### config.mk
export PLATFORM = sky130hd
export DESIGN_NAME = irq_route_engine
export DESIGN_NICKNAME = d
export VERILOG_FILES = /design/src/rtl/irq_route_pkg.sv /design/src/rtl/irq_pin_slot.sv /design/src/rtl/irq_msg_picker.sv /design/src/rtl/irq_defer_timer.sv /design/src/rtl/irq_route_engine.sv
export SDC_FILE = /design/constraint.sdc
export NUM_CORES = 2
export LEC_CHECK = 0
export BUFFER_PORTS_ARGS = -buffer_cell sky130_fd_sc_hd__buf_2
export CAP_MARGIN = 20
export CORE_AREA = 5 5 265 267
export DETAILED_ROUTE_END_ITERATION = 6
export DIE_AREA = 0 0 270 272
export PLACE_DENSITY = 0.66
export SLEW_MARGIN = 20
export SYNTH_ARGS = -nofsm -noshare
export SYNTH_HDL_FRONTEND = slang
export SYNTH_SLANG_ARGS = --single-unit
### constraint.sdc
create_clock -name clk -period 11.1 [get_ports clk]
set_input_delay 2.22 -clock clk [delete_from_list [all_inputs] [get_ports clk]]
set_output_delay 2.22 -clock clk [all_outputs]
set_load 0.05 [all_outputs]
### src/rtl/irq_route_pkg.sv
// Package irq_route_pkg
// Shared constants and types for the interrupt delivery engine.
// Assumes the delivery mode field is three bits wide.
package irq_route_pkg;
    localparam int DELIV_W = 3;
    typedef logic [DELIV_W-1:0] deliv_t;
endpackage

### src/rtl/irq_pin_slot.sv
// Module irq_pin_slot
// Per-line state: pending bit, remote-IRR bit, service request and
// storm counter. Decides when the line asks for a message and when a
// level EOI must be deferred to the shared timer.
// Assumes grant, done_edge and done_level_hit are single-cycle pulses
// from the message picker, and at most one done pulse per cycle.
module irq_pin_slot #(
    parameter int VEC_W       = 8,
    parameter int STORM_LIMIT = 10000,
    localparam int CNT_W      = $clog2(STORM_LIMIT + 1)
) (
    input  logic             clk,
    input  logic             rst_n,
    input  logic             line_strobe,
    input  logic             line_level,
    input  logic             trig_level,
    input  logic             masked,
    input  logic [VEC_W-1:0] vector,
    input  logic             eoi_valid,
    input  logic [VEC_W-1:0] eoi_vector,
    input  logic             eoi_trig_level,
    input  logic             ent_write,
    input  logic             timer_fire,
    input  logic             grant,
    input  logic             done_edge,
    input  logic             done_level_hit,
    output logic             req,
    output logic             remote_irr,
    output logic             ack,
    output logic             defer_req
);
    logic             pend_q, rirr_q, req_q, ack_q;
    logic [CNT_W-1:0] cnt_q;
    logic             pend_n, rirr_n, req_n;
    logic [CNT_W-1:0] cnt_n;
    logic             eoi_hit;

    assign eoi_hit = eoi_valid && (vector == eoi_vector);

    // Next-state of the line, events applied in a fixed order.
    always_comb begin
        pend_n    = pend_q;
        rirr_n    = rirr_q;
        req_n     = req_q;
        cnt_n     = cnt_q;
        defer_req = 1'b0;
        if (grant) req_n = 1'b0;
        if (done_edge) pend_n = 1'b0;
        if (done_level_hit) rirr_n = 1'b1;
        if (line_strobe) begin
            if (!line_level) begin
                pend_n = 1'b0;
            end else if (!trig_level) begin
                if (!pend_n) req_n = 1'b1;
                pend_n = 1'b1;
            end else begin
                if (!rirr_n) req_n = 1'b1;
                pend_n = 1'b1;
            end
        end
        if (eoi_hit && eoi_trig_level) begin
            rirr_n = 1'b0;
            if (!masked && pend_n) begin
                if (cnt_q == CNT_W'(STORM_LIMIT - 1)) begin
                    cnt_n     = '0;
                    defer_req = 1'b1;
                end else begin
                    cnt_n = cnt_q + CNT_W'(1);
                    req_n = 1'b1;
                end
            end else begin
                cnt_n = '0;
            end
        end
        if (ent_write) begin
            rirr_n = 1'b0;
            if (trig_level && pend_n) req_n = 1'b1;
        end
        if (timer_fire && trig_level && pend_n && !rirr_n) req_n = 1'b1;
    end

    // State registers of the line.
    always_ff @(posedge clk) begin
        if (!rst_n) begin
            pend_q <= 1'b0;
            rirr_q <= 1'b0;
            req_q  <= 1'b0;
            cnt_q  <= '0;
            ack_q  <= 1'b0;
        end else begin
            pend_q <= pend_n;
            rirr_q <= rirr_n;
            req_q  <= req_n;
            cnt_q  <= cnt_n;
            ack_q  <= eoi_hit;
        end
    end

    assign req        = req_q;
    assign remote_irr = rirr_q;
    assign ack        = ack_q;

    // a deassert strobe leaves the line not pending
    assert_drop_clears_R2: assert property (@(posedge clk) disable iff (!rst_n)
        (line_strobe && !line_level) |=> !pend_q);
    // edge delivery clears pending unless a new assertion arrives
    assert_edge_done_clears_R6: assert property (@(posedge clk) disable iff (!rst_n)
        (done_edge && !(line_strobe && line_level)) |=> !pend_q);
    // the storm counter never reaches the limit
    assert_cnt_below_limit_R10: assert property (@(posedge clk) disable iff (!rst_n)
        cnt_q < CNT_W'(STORM_LIMIT));
    // a deferral restarts the count
    assert_defer_resets_R10: assert property (@(posedge clk) disable iff (!rst_n)
        defer_req |=> (cnt_q == '0));
    // assertion on a level line with remote-IRR set does not raise a request
    assert_level_coalesce_R4: assert property (@(posedge clk) disable iff (!rst_n)
        (line_strobe && line_level && trig_level && rirr_q && !req_q && !eoi_hit
         && !ent_write && !timer_fire) |=> !req_q);
endmodule

### src/rtl/irq_msg_picker.sv
// Module irq_msg_picker
// Picks the lowest requesting line while no message is outstanding,
// drops the pick if the line is masked, and otherwise holds the
// captured entry on the message port until it is accepted.
// Assumes entry fields are stable in the cycle a line is picked.
module irq_msg_picker
    import irq_route_pkg::*;
#(
    parameter int NUM_LINES = 8,
    parameter int VEC_W     = 8,
    parameter int DEST_W    = 8,
    localparam int LINE_W   = (NUM_LINES > 1) ? $clog2(NUM_LINES) : 1
) (
    input  logic                          clk,
    input  logic                          rst_n,
    input  logic [NUM_LINES-1:0]          req,
    input  logic [NUM_LINES*VEC_W-1:0]    ent_vector,
    input  logic [NUM_LINES*DEST_W-1:0]   ent_dest,
    input  logic [NUM_LINES-1:0]          ent_dest_mode,
    input  logic [NUM_LINES*DELIV_W-1:0]  ent_deliv,
    input  logic [NUM_LINES-1:0]          ent_trig_level,
    input  logic [NUM_LINES-1:0]          ent_mask,
    input  logic                          msg_ready,
    input  logic                          msg_reach,
    output logic [NUM_LINES-1:0]          grant,
    output logic [NUM_LINES-1:0]          done_edge,
    output logic [NUM_LINES-1:0]          done_level_hit,
    output logic                          msg_valid,
    output logic [LINE_W-1:0]             msg_line,
    output logic [VEC_W-1:0]              msg_vector,
    output logic [DEST_W-1:0]             msg_dest,
    output logic                          msg_dest_mode,
    output deliv_t                        msg_deliv,
    output logic                          msg_trig_level
);
    logic              found;
    logic [LINE_W-1:0] sel;
    logic              pick;
    logic              accept;

    // Lowest-numbered requesting line.
    always_comb begin
        found = 1'b0;
        sel   = '0;
        for (int i = 0; i < NUM_LINES; i++) begin
            if (!found && req[i]) begin
                found = 1'b1;
                sel   = LINE_W'(i);
            end
        end
    end

    assign pick   = found && !msg_valid;
    assign accept = msg_valid && msg_ready;

    // Per-line grant and completion pulses.
    always_comb begin
        for (int i = 0; i < NUM_LINES; i++) begin
            grant[i]          = pick && (sel == LINE_W'(i));
            done_edge[i]      = accept && (msg_line == LINE_W'(i)) && !msg_trig_level;
            done_level_hit[i] = accept && (msg_line == LINE_W'(i)) && msg_trig_level && msg_reach;
        end
    end

    // Message register: load on an unmasked pick, release on accept.
    always_ff @(posedge clk) begin
        if (!rst_n) begin
            msg_valid      <= 1'b0;
            msg_line       <= '0;
            msg_vector     <= '0;
            msg_dest       <= '0;
            msg_dest_mode  <= 1'b0;
            msg_deliv      <= '0;
            msg_trig_level <= 1'b0;
        end else if (accept) begin
            msg_valid <= 1'b0;
        end else if (pick && !ent_mask[sel]) begin
            msg_valid      <= 1'b1;
            msg_line       <= sel;
            msg_vector     <= ent_vector[sel*VEC_W +: VEC_W];
            msg_dest       <= ent_dest[sel*DEST_W +: DEST_W];
            msg_dest_mode  <= ent_dest_mode[sel];
            msg_deliv      <= ent_deliv[sel*DELIV_W +: DELIV_W];
            msg_trig_level <= ent_trig_level[sel];
        end
    end

    // a masked pick never turns into a message
    assert_masked_no_msg_R5: assert property (@(posedge clk) disable iff (!rst_n)
        (pick && ent_mask[sel]) |=> !msg_valid);
    // an offered message is held until accepted
    assert_hold_until_ready_R13: assert property (@(posedge clk) disable iff (!rst_n)
        (msg_valid && !msg_ready) |=> (msg_valid && $stable(msg_line)
            && $stable(msg_vector) && $stable(msg_dest) && $stable(msg_deliv)));
    // at most one line granted per cycle
    assert_one_grant_R13: assert property (@(posedge clk) disable iff (!rst_n)
        $onehot0(grant));
endmodule

### src/rtl/irq_defer_timer.sv
// Module irq_defer_timer
// One shared deferral timer. A start while idle arms it; starts while
// it runs are ignored. It fires for one cycle DEFER_CYCLES after arming.
// Assumes DEFER_CYCLES is at least 1.
module irq_defer_timer #(
    parameter int DEFER_CYCLES = 2500000,
    localparam int TW          = $clog2(DEFER_CYCLES + 1)
) (
    input  logic clk,
    input  logic rst_n,
    input  logic start,
    output logic fire
);
    logic          run_q;
    logic [TW-1:0] cnt_q;

    assign fire = run_q && (cnt_q == '0);

    // Arm, count down, and disarm on expiry.
    always_ff @(posedge clk) begin
        if (!rst_n) begin
            run_q <= 1'b0;
            cnt_q <= '0;
        end else if (!run_q) begin
            if (start) begin
                run_q <= 1'b1;
                cnt_q <= TW'(DEFER_CYCLES - 1);
            end
        end else if (fire) begin
            run_q <= 1'b0;
        end else begin
            cnt_q <= cnt_q - TW'(1);
        end
    end

    // the timer fires for a single cycle
    assert_fire_single_R11: assert property (@(posedge clk) disable iff (!rst_n)
        fire |=> !fire);
endmodule

### src/rtl/irq_route_engine.sv
// Module irq_route_engine
// Top of the interrupt delivery and EOI engine: one state slot per
// line, a lowest-first message picker and a shared deferral timer.
// Assumes routing entries are owned outside and ent_write pulses
// whenever an entry changes.
module irq_route_engine
    import irq_route_pkg::*;
#(
    parameter int NUM_LINES    = 24,
    parameter int VEC_W        = 8,
    parameter int DEST_W       = 8,
    parameter int STORM_LIMIT  = 10000,
    parameter int DEFER_CYCLES = 2500000,
    localparam int LINE_W      = (NUM_LINES > 1) ? $clog2(NUM_LINES) : 1
) (
    input  logic                         clk,
    input  logic                         rst_n,
    input  logic [NUM_LINES-1:0]         line_strobe,
    input  logic [NUM_LINES-1:0]         line_level,
    input  logic [NUM_LINES*VEC_W-1:0]   ent_vector,
    input  logic [NUM_LINES*DEST_W-1:0]  ent_dest,
    input  logic [NUM_LINES-1:0]         ent_dest_mode,
    input  logic [NUM_LINES*DELIV_W-1:0] ent_deliv,
    input  logic [NUM_LINES-1:0]         ent_trig_level,
    input  logic [NUM_LINES-1:0]         ent_mask,
    input  logic [NUM_LINES-1:0]         ent_write,
    input  logic                         eoi_valid,
    input  logic [VEC_W-1:0]             eoi_vector,
    input  logic                         eoi_trig_level,
    output logic                         msg_valid,
    input  logic                         msg_ready,
    input  logic                         msg_reach,
    output logic [LINE_W-1:0]            msg_line,
    output logic [VEC_W-1:0]             msg_vector,
    output logic [DEST_W-1:0]            msg_dest,
    output logic                         msg_dest_mode,
    output logic [DELIV_W-1:0]           msg_deliv,
    output logic                         msg_trig_level,
    output logic [NUM_LINES-1:0]         remote_irr,
    output logic [NUM_LINES-1:0]         eoi_ack
);
    logic [NUM_LINES-1:0] req, grant, done_edge, done_level_hit, defer_req;
    logic                 timer_fire;

    // One state slot per line.
    generate
        for (genvar g = 0; g < NUM_LINES; g++) begin : g_slot
            irq_pin_slot #(
                .VEC_W      (VEC_W),
                .STORM_LIMIT(STORM_LIMIT)
            ) u_slot (
                .clk           (clk),
                .rst_n         (rst_n),
                .line_strobe   (line_strobe[g]),
                .line_level    (line_level[g]),
                .trig_level    (ent_trig_level[g]),
                .masked        (ent_mask[g]),
                .vector        (ent_vector[g*VEC_W +: VEC_W]),
                .eoi_valid     (eoi_valid),
                .eoi_vector    (eoi_vector),
                .eoi_trig_level(eoi_trig_level),
                .ent_write     (ent_write[g]),
                .timer_fire    (timer_fire),
                .grant         (grant[g]),
                .done_edge     (done_edge[g]),
                .done_level_hit(done_level_hit[g]),
                .req           (req[g]),
                .remote_irr    (remote_irr[g]),
                .ack           (eoi_ack[g]),
                .defer_req     (defer_req[g])
            );
        end
    endgenerate

    irq_msg_picker #(
        .NUM_LINES(NUM_LINES),
        .VEC_W    (VEC_W),
        .DEST_W   (DEST_W)
    ) u_pick (
        .clk           (clk),
        .rst_n         (rst_n),
        .req           (req),
        .ent_vector    (ent_vector),
        .ent_dest      (ent_dest),
        .ent_dest_mode (ent_dest_mode),
        .ent_deliv     (ent_deliv),
        .ent_trig_level(ent_trig_level),
        .ent_mask      (ent_mask),
        .msg_ready     (msg_ready),
        .msg_reach     (msg_reach),
        .grant         (grant),
        .done_edge     (done_edge),
        .done_level_hit(done_level_hit),
        .msg_valid     (msg_valid),
        .msg_line      (msg_line),
        .msg_vector    (msg_vector),
        .msg_dest      (msg_dest),
        .msg_dest_mode (msg_dest_mode),
        .msg_deliv     (msg_deliv),
        .msg_trig_level(msg_trig_level)
    );

    irq_defer_timer #(
        .DEFER_CYCLES(DEFER_CYCLES)
    ) u_timer (
        .clk  (clk),
        .rst_n(rst_n),
        .start(|defer_req),
        .fire (timer_fire)
    );

    // nothing offered or acknowledged in the cycle after reset
    assert_reset_quiet_R1: assert property (@(posedge clk)
        !rst_n |=> (!msg_valid && remote_irr == '0 && eoi_ack == '0));
endmodule

==> qor.csv <==
stage;metric;value;unit
outcome;outcome;completed;
sta;finalMaxSlewViolations;0;
logic_synthesis;synth_edf_count;0;
global_routing;grt_max_degree;102;
sta;fin_worst_skew;0.0158;ns
placement;dp.cells;5268;
worst_setup_path;worstSetupStartpoint;eoi_vector[3];
routing;via_count;34100;
logic_synthesis;synth_largest_area_cell;dfxtp_1;
power;p_total;0.00554;W
logic_synthesis;async_flop_share;0;
floorplanning;num_io_pins;689;
logic_synthesis;synthTopCellsByArea;dfxtp_1 31%, mux2i_1 6.4%, nor2_1 5.4%;
logic_synthesis;synth_top_area_frac;0.313;
final_layout;num-nets-final;5082;
power;switching_share;0.368;
sta;fin_crit_sh;0.544;
worst_setup_path;worstReg2RegEnd;u_pick.msg_trig_level$_SDFFE_PN0P_;
global_routing;antenna_found_initial;70;
floorplanning;row_count;96;
routing;ant_nets;0;
logic_synthesis;synth_nets;4556;
logic_synthesis;ys_seq_elements;482;
power;p_per_area;151;nW/µm²
logic_synthesis;yosysSeqAreaShare;0.313;
worst_setup_path;critPathMaxStageDelay;0.77;ns
worst_setup_path;worstPathArrival;6.52;ns
worst_setup_path;critPathMaxFanout;24;
global_routing;grt_pass1_vias;30900;
logic_synthesis;synthMostInstantiatedCell;dfxtp_1;
worst_setup_path;cp-end-kind;register;
sta;timing.hold.ws;0.461;ns
worst_setup_path;crit_slowest_cell;nand3_1;
clock_tree;cts_resized;0;
global_routing;grt_pass1_wl;207000;µm
logic_synthesis;synth_flop_cell;dfxtp_1;
logic_synthesis;synthCells;3917;
logic_synthesis;syn_avg_cell_area;7.88;µm²
worst_setup_path;path_class;in -> reg;
floorplanning;core_area;67900;µm²
power;internal_power;0.00350;W
sta;period_needed;6.04;ns
sta;fmax;166;MHz
sta;rsz0062_at_grt;false;
sta;finalSetupTns;0;ns
floorplanning;initial_core_util;0.455;
logic_synthesis;netlist_top_cells_count;482 x dfxtp_1, 441 x nor2_1, 275 x nand2_1;
floorplanning;die_area;73400;µm²
clock_tree;clock_latency;0.63;ns
power;p_clk_frac;0.362;
clock_tree;clock_sinks;482;
sta;finalSetupViolations;0;
clock_tree;numCtsBuffers;55;
clock_tree;cts_hold_buf;0;
placement;gp_congestion;1.04;
worst_setup_path;path_depth;10;
clock_tree;cts_htree_levels;2;
final_layout;drive_gt1_frac;0.207;
final_layout;syn_to_final_growth;19.3;%
routing;avgRoutedWirePerCell;27.0;µm
worst_setup_path;r2r_start;g_slot[0].u_slot.req$_SDFF_PN0_;
global_routing;grt_overflow;0;
logic_synthesis;synth_area;30900;µm²
routing;viasPerCell;6.32;
flow_run;drv_cap;0;
placement;dp_hpwl;113000;µm
floorplanning;die_y;272;µm
worst_setup_path;cp-start-kind;input port;
clock_tree;postCtsSetupRepairBufs;0;
routing;first_pass_iters;6;
worst_setup_path;required;11.58;ns
floorplanning;die_w;270;µm
sta;hold_violations;0;
sta;worst_pin_slew;1.18;ns
power;p_sw;0.00204;W
sta;slew_headroom;0.208;
worst_setup_path;reg2regPathDepth;10;
clock_tree;cts-root-buf;clkbuf_16;
final_layout;postLayoutCoreUtil;0.543;
global_routing;grt_use_total;0.373;
worst_setup_path;cp_cell_sequence;buf_2 > xor2_1 > nor4_1 > nand4_1 > or3_1 > nor2_1 > a2111oi_0 > nand3_1 > and2_1 > a311oi_1;
power;vdd_ir_drop_max;0.000132;V
logic_synthesis;ys_types;83;
clock_tree;clk_pin_slew;0.06;ns
worst_setup_path;crit_buf_inv;1;
routing;drc;0;
logic_synthesis;yosysWarnings;0;
clock_tree;cts_buffer_depth;3;
worst_setup_path;critPathCapture;u_timer.cnt_q[1]$_SDFFE_PN0P_;
power;p_comb_frac;0.301;
worst_setup_path;r2r_slack;5.43;ns
clock_tree;cts_tree;built;
worst_setup_path;crit_family;simple AND/OR/NAND/NOR gates;
power;seqPwrFrac;0.337;
routing;drt_wl_total;146000;µm
routing;drtIter0Drc;4687;
placement;port-buffer-count;688;
final_layout;fin_cells;5402;
power;p_leak;14.9;nW
worst_hold_path;hold_class;reg -> reg;
sequential cells by signal (all words and copies together), names as in the netlist:
signal / cells
g_slot.u_slot.pend_q: 24
u_timer.cnt_q: 22
u_pick.msg_dest: 8
g_slot.u_slot.remote_irr: 24
u_timer.run_q: 1
g_slot.u_slot.cnt_q: 336
g_slot.u_slot.ack: 24
u_pick.msg_deliv: 3
u_pick.msg_valid: 1
u_pick.msg_trig_level: 1
u_pick.msg_vector: 8
u_pick.msg_line: 5
g_slot.u_slot.req: 24
u_pick.msg_dest_mode: 1
layout make-up:
| class | instances | area, µm² |
|---|---|---|
| multi-input combinational | 3088 | 19800 |
| timing repair buffer | 760 | 3990 |
| clock inverter | 19 | 274 |
| fill | 6543 | 31000 |
| inverter | 56 | 215 |
| sequential | 482 | 9650 |
| clock buffer | 84 | 1710 |
| antenna | 31 | 77.6 |
| tap | 882 | 1100 |
through the flow:
stage,instance area [µm²],setup slack (ns)
2_1_floorplan,30900,5.55
3_3_place_gp,34800,4.66
3_5_place_dp,34800,4.57
4_1_cts,36700,5.24
5_1_grt,36800,4.94
6_report,36800,5.06
layer usage:
| metal | track usage | share of wire | routed length [µm] |
|---|---|---|---|
| met1 | 0.477 | 0.38 | 56100 |
| met3 | 0.158 | 0.15 | 21400 |
| met2 | 0.550 | 0.41 | 60300 |
| met5 | 0 | 0.0018 | 260 |
| met4 | 0.162 | 0.055 | 7960 |
worst min-delay path: cells and delay by family, from the launching register on:
family,cells,cell delay [ns]
AND/OR/NAND/NOR,1,0.05
flip-flops,1,0.31
multiplexers,1,0.06
logic make-up (layout without fill, tap and decap cells):
group                      count (synthesis)  in the layout  synth area share
and+or+nand+nor                         1661           1661             0.282
AOI/OAI and AO/OA                        853            853             0.182
DFF                                      482            482             0.313
xor gates and xnor gates                 349            349            0.0991
buffers and inverters                    347            919            0.0489
muxes                                    200            200            0.0650
adders and majority gates                 25             25            0.0101
other                                      0             31                 0
cell usage in the layout (no fill, tap or decap), types with 38 or more instances in the layout:
master,netlist,routed
xor2_1,174,174
buf_4,49,73
nor4_1,78,77
inv_1,52,52
clkbuf_16,0,57
or3_1,69,68
or4_1,50,50
a211oi_1,99,99
nor2_1,441,438
o21ai_0,193,191
mux2i_1,196,196
nand3b_1,53,53
and3_1,166,166
dfxtp_1,482,482
nand4_1,75,75
xnor2_1,175,175
nand3_1,155,153
a21oi_1,212,211
a31oi_1,38,38
buf_2,7,687
nand2_1,275,274
nor3_1,111,105
o311ai_0,48,47
how the worst min path moves through the flow:
| stage | from | endpoint | slack (ns) | cells after the start |
|---|---|---|---|---|
| after floorplan | g_slot[21].u_slot.cnt_q[1]$_SDFFE_PN0P_ | g_slot[21].u_slot.cnt_q[1]$_SDFFE_PN0P_ | 0.44 | 2 |
| after global placement | u_pick.msg_vector[2]$_SDFFE_PN0P_ | u_pick.msg_vector[2]$_SDFFE_PN0P_ | 0.44 | 2 |
| after detailed placement | u_pick.msg_vector[2]$_SDFFE_PN0P_ | u_pick.msg_vector[2]$_SDFFE_PN0P_ | 0.45 | 2 |
| after CTS | u_pick.msg_vector[2]$_SDFFE_PN0P_ | u_pick.msg_vector[2]$_SDFFE_PN0P_ | 0.46 | 2 |
| after global routing | u_pick.msg_vector[3]$_SDFFE_PN0P_ | u_pick.msg_vector[3]$_SDFFE_PN0P_ | 0.49 | 2 |
| final | u_pick.msg_dest[3]$_SDFFE_PN0P_ | u_pick.msg_dest[3]$_SDFFE_PN0P_ | 0.46 | 2 |
power by group through the flow:
| stage | logic [W] | registers [W] | clock network [W] |
|---|---|---|---|
| 6_report | 0.00167 | 0.00187 | 0.00201 |
| 5_1_grt | 0.00172 | 0.00187 | 0.00210 |
| 4_1_cts | 0.00161 | 0.00186 | 0.00202 |
| 3_5_place_dp | 0.00160 | 0.00190 | 0 |
| 3_3_place_gp | 0.00160 | 0.00190 | 0 |
| 2_1_floorplan | 0.000845 | 0.00200 | 0 |
(Power assumes the default switching activity.)
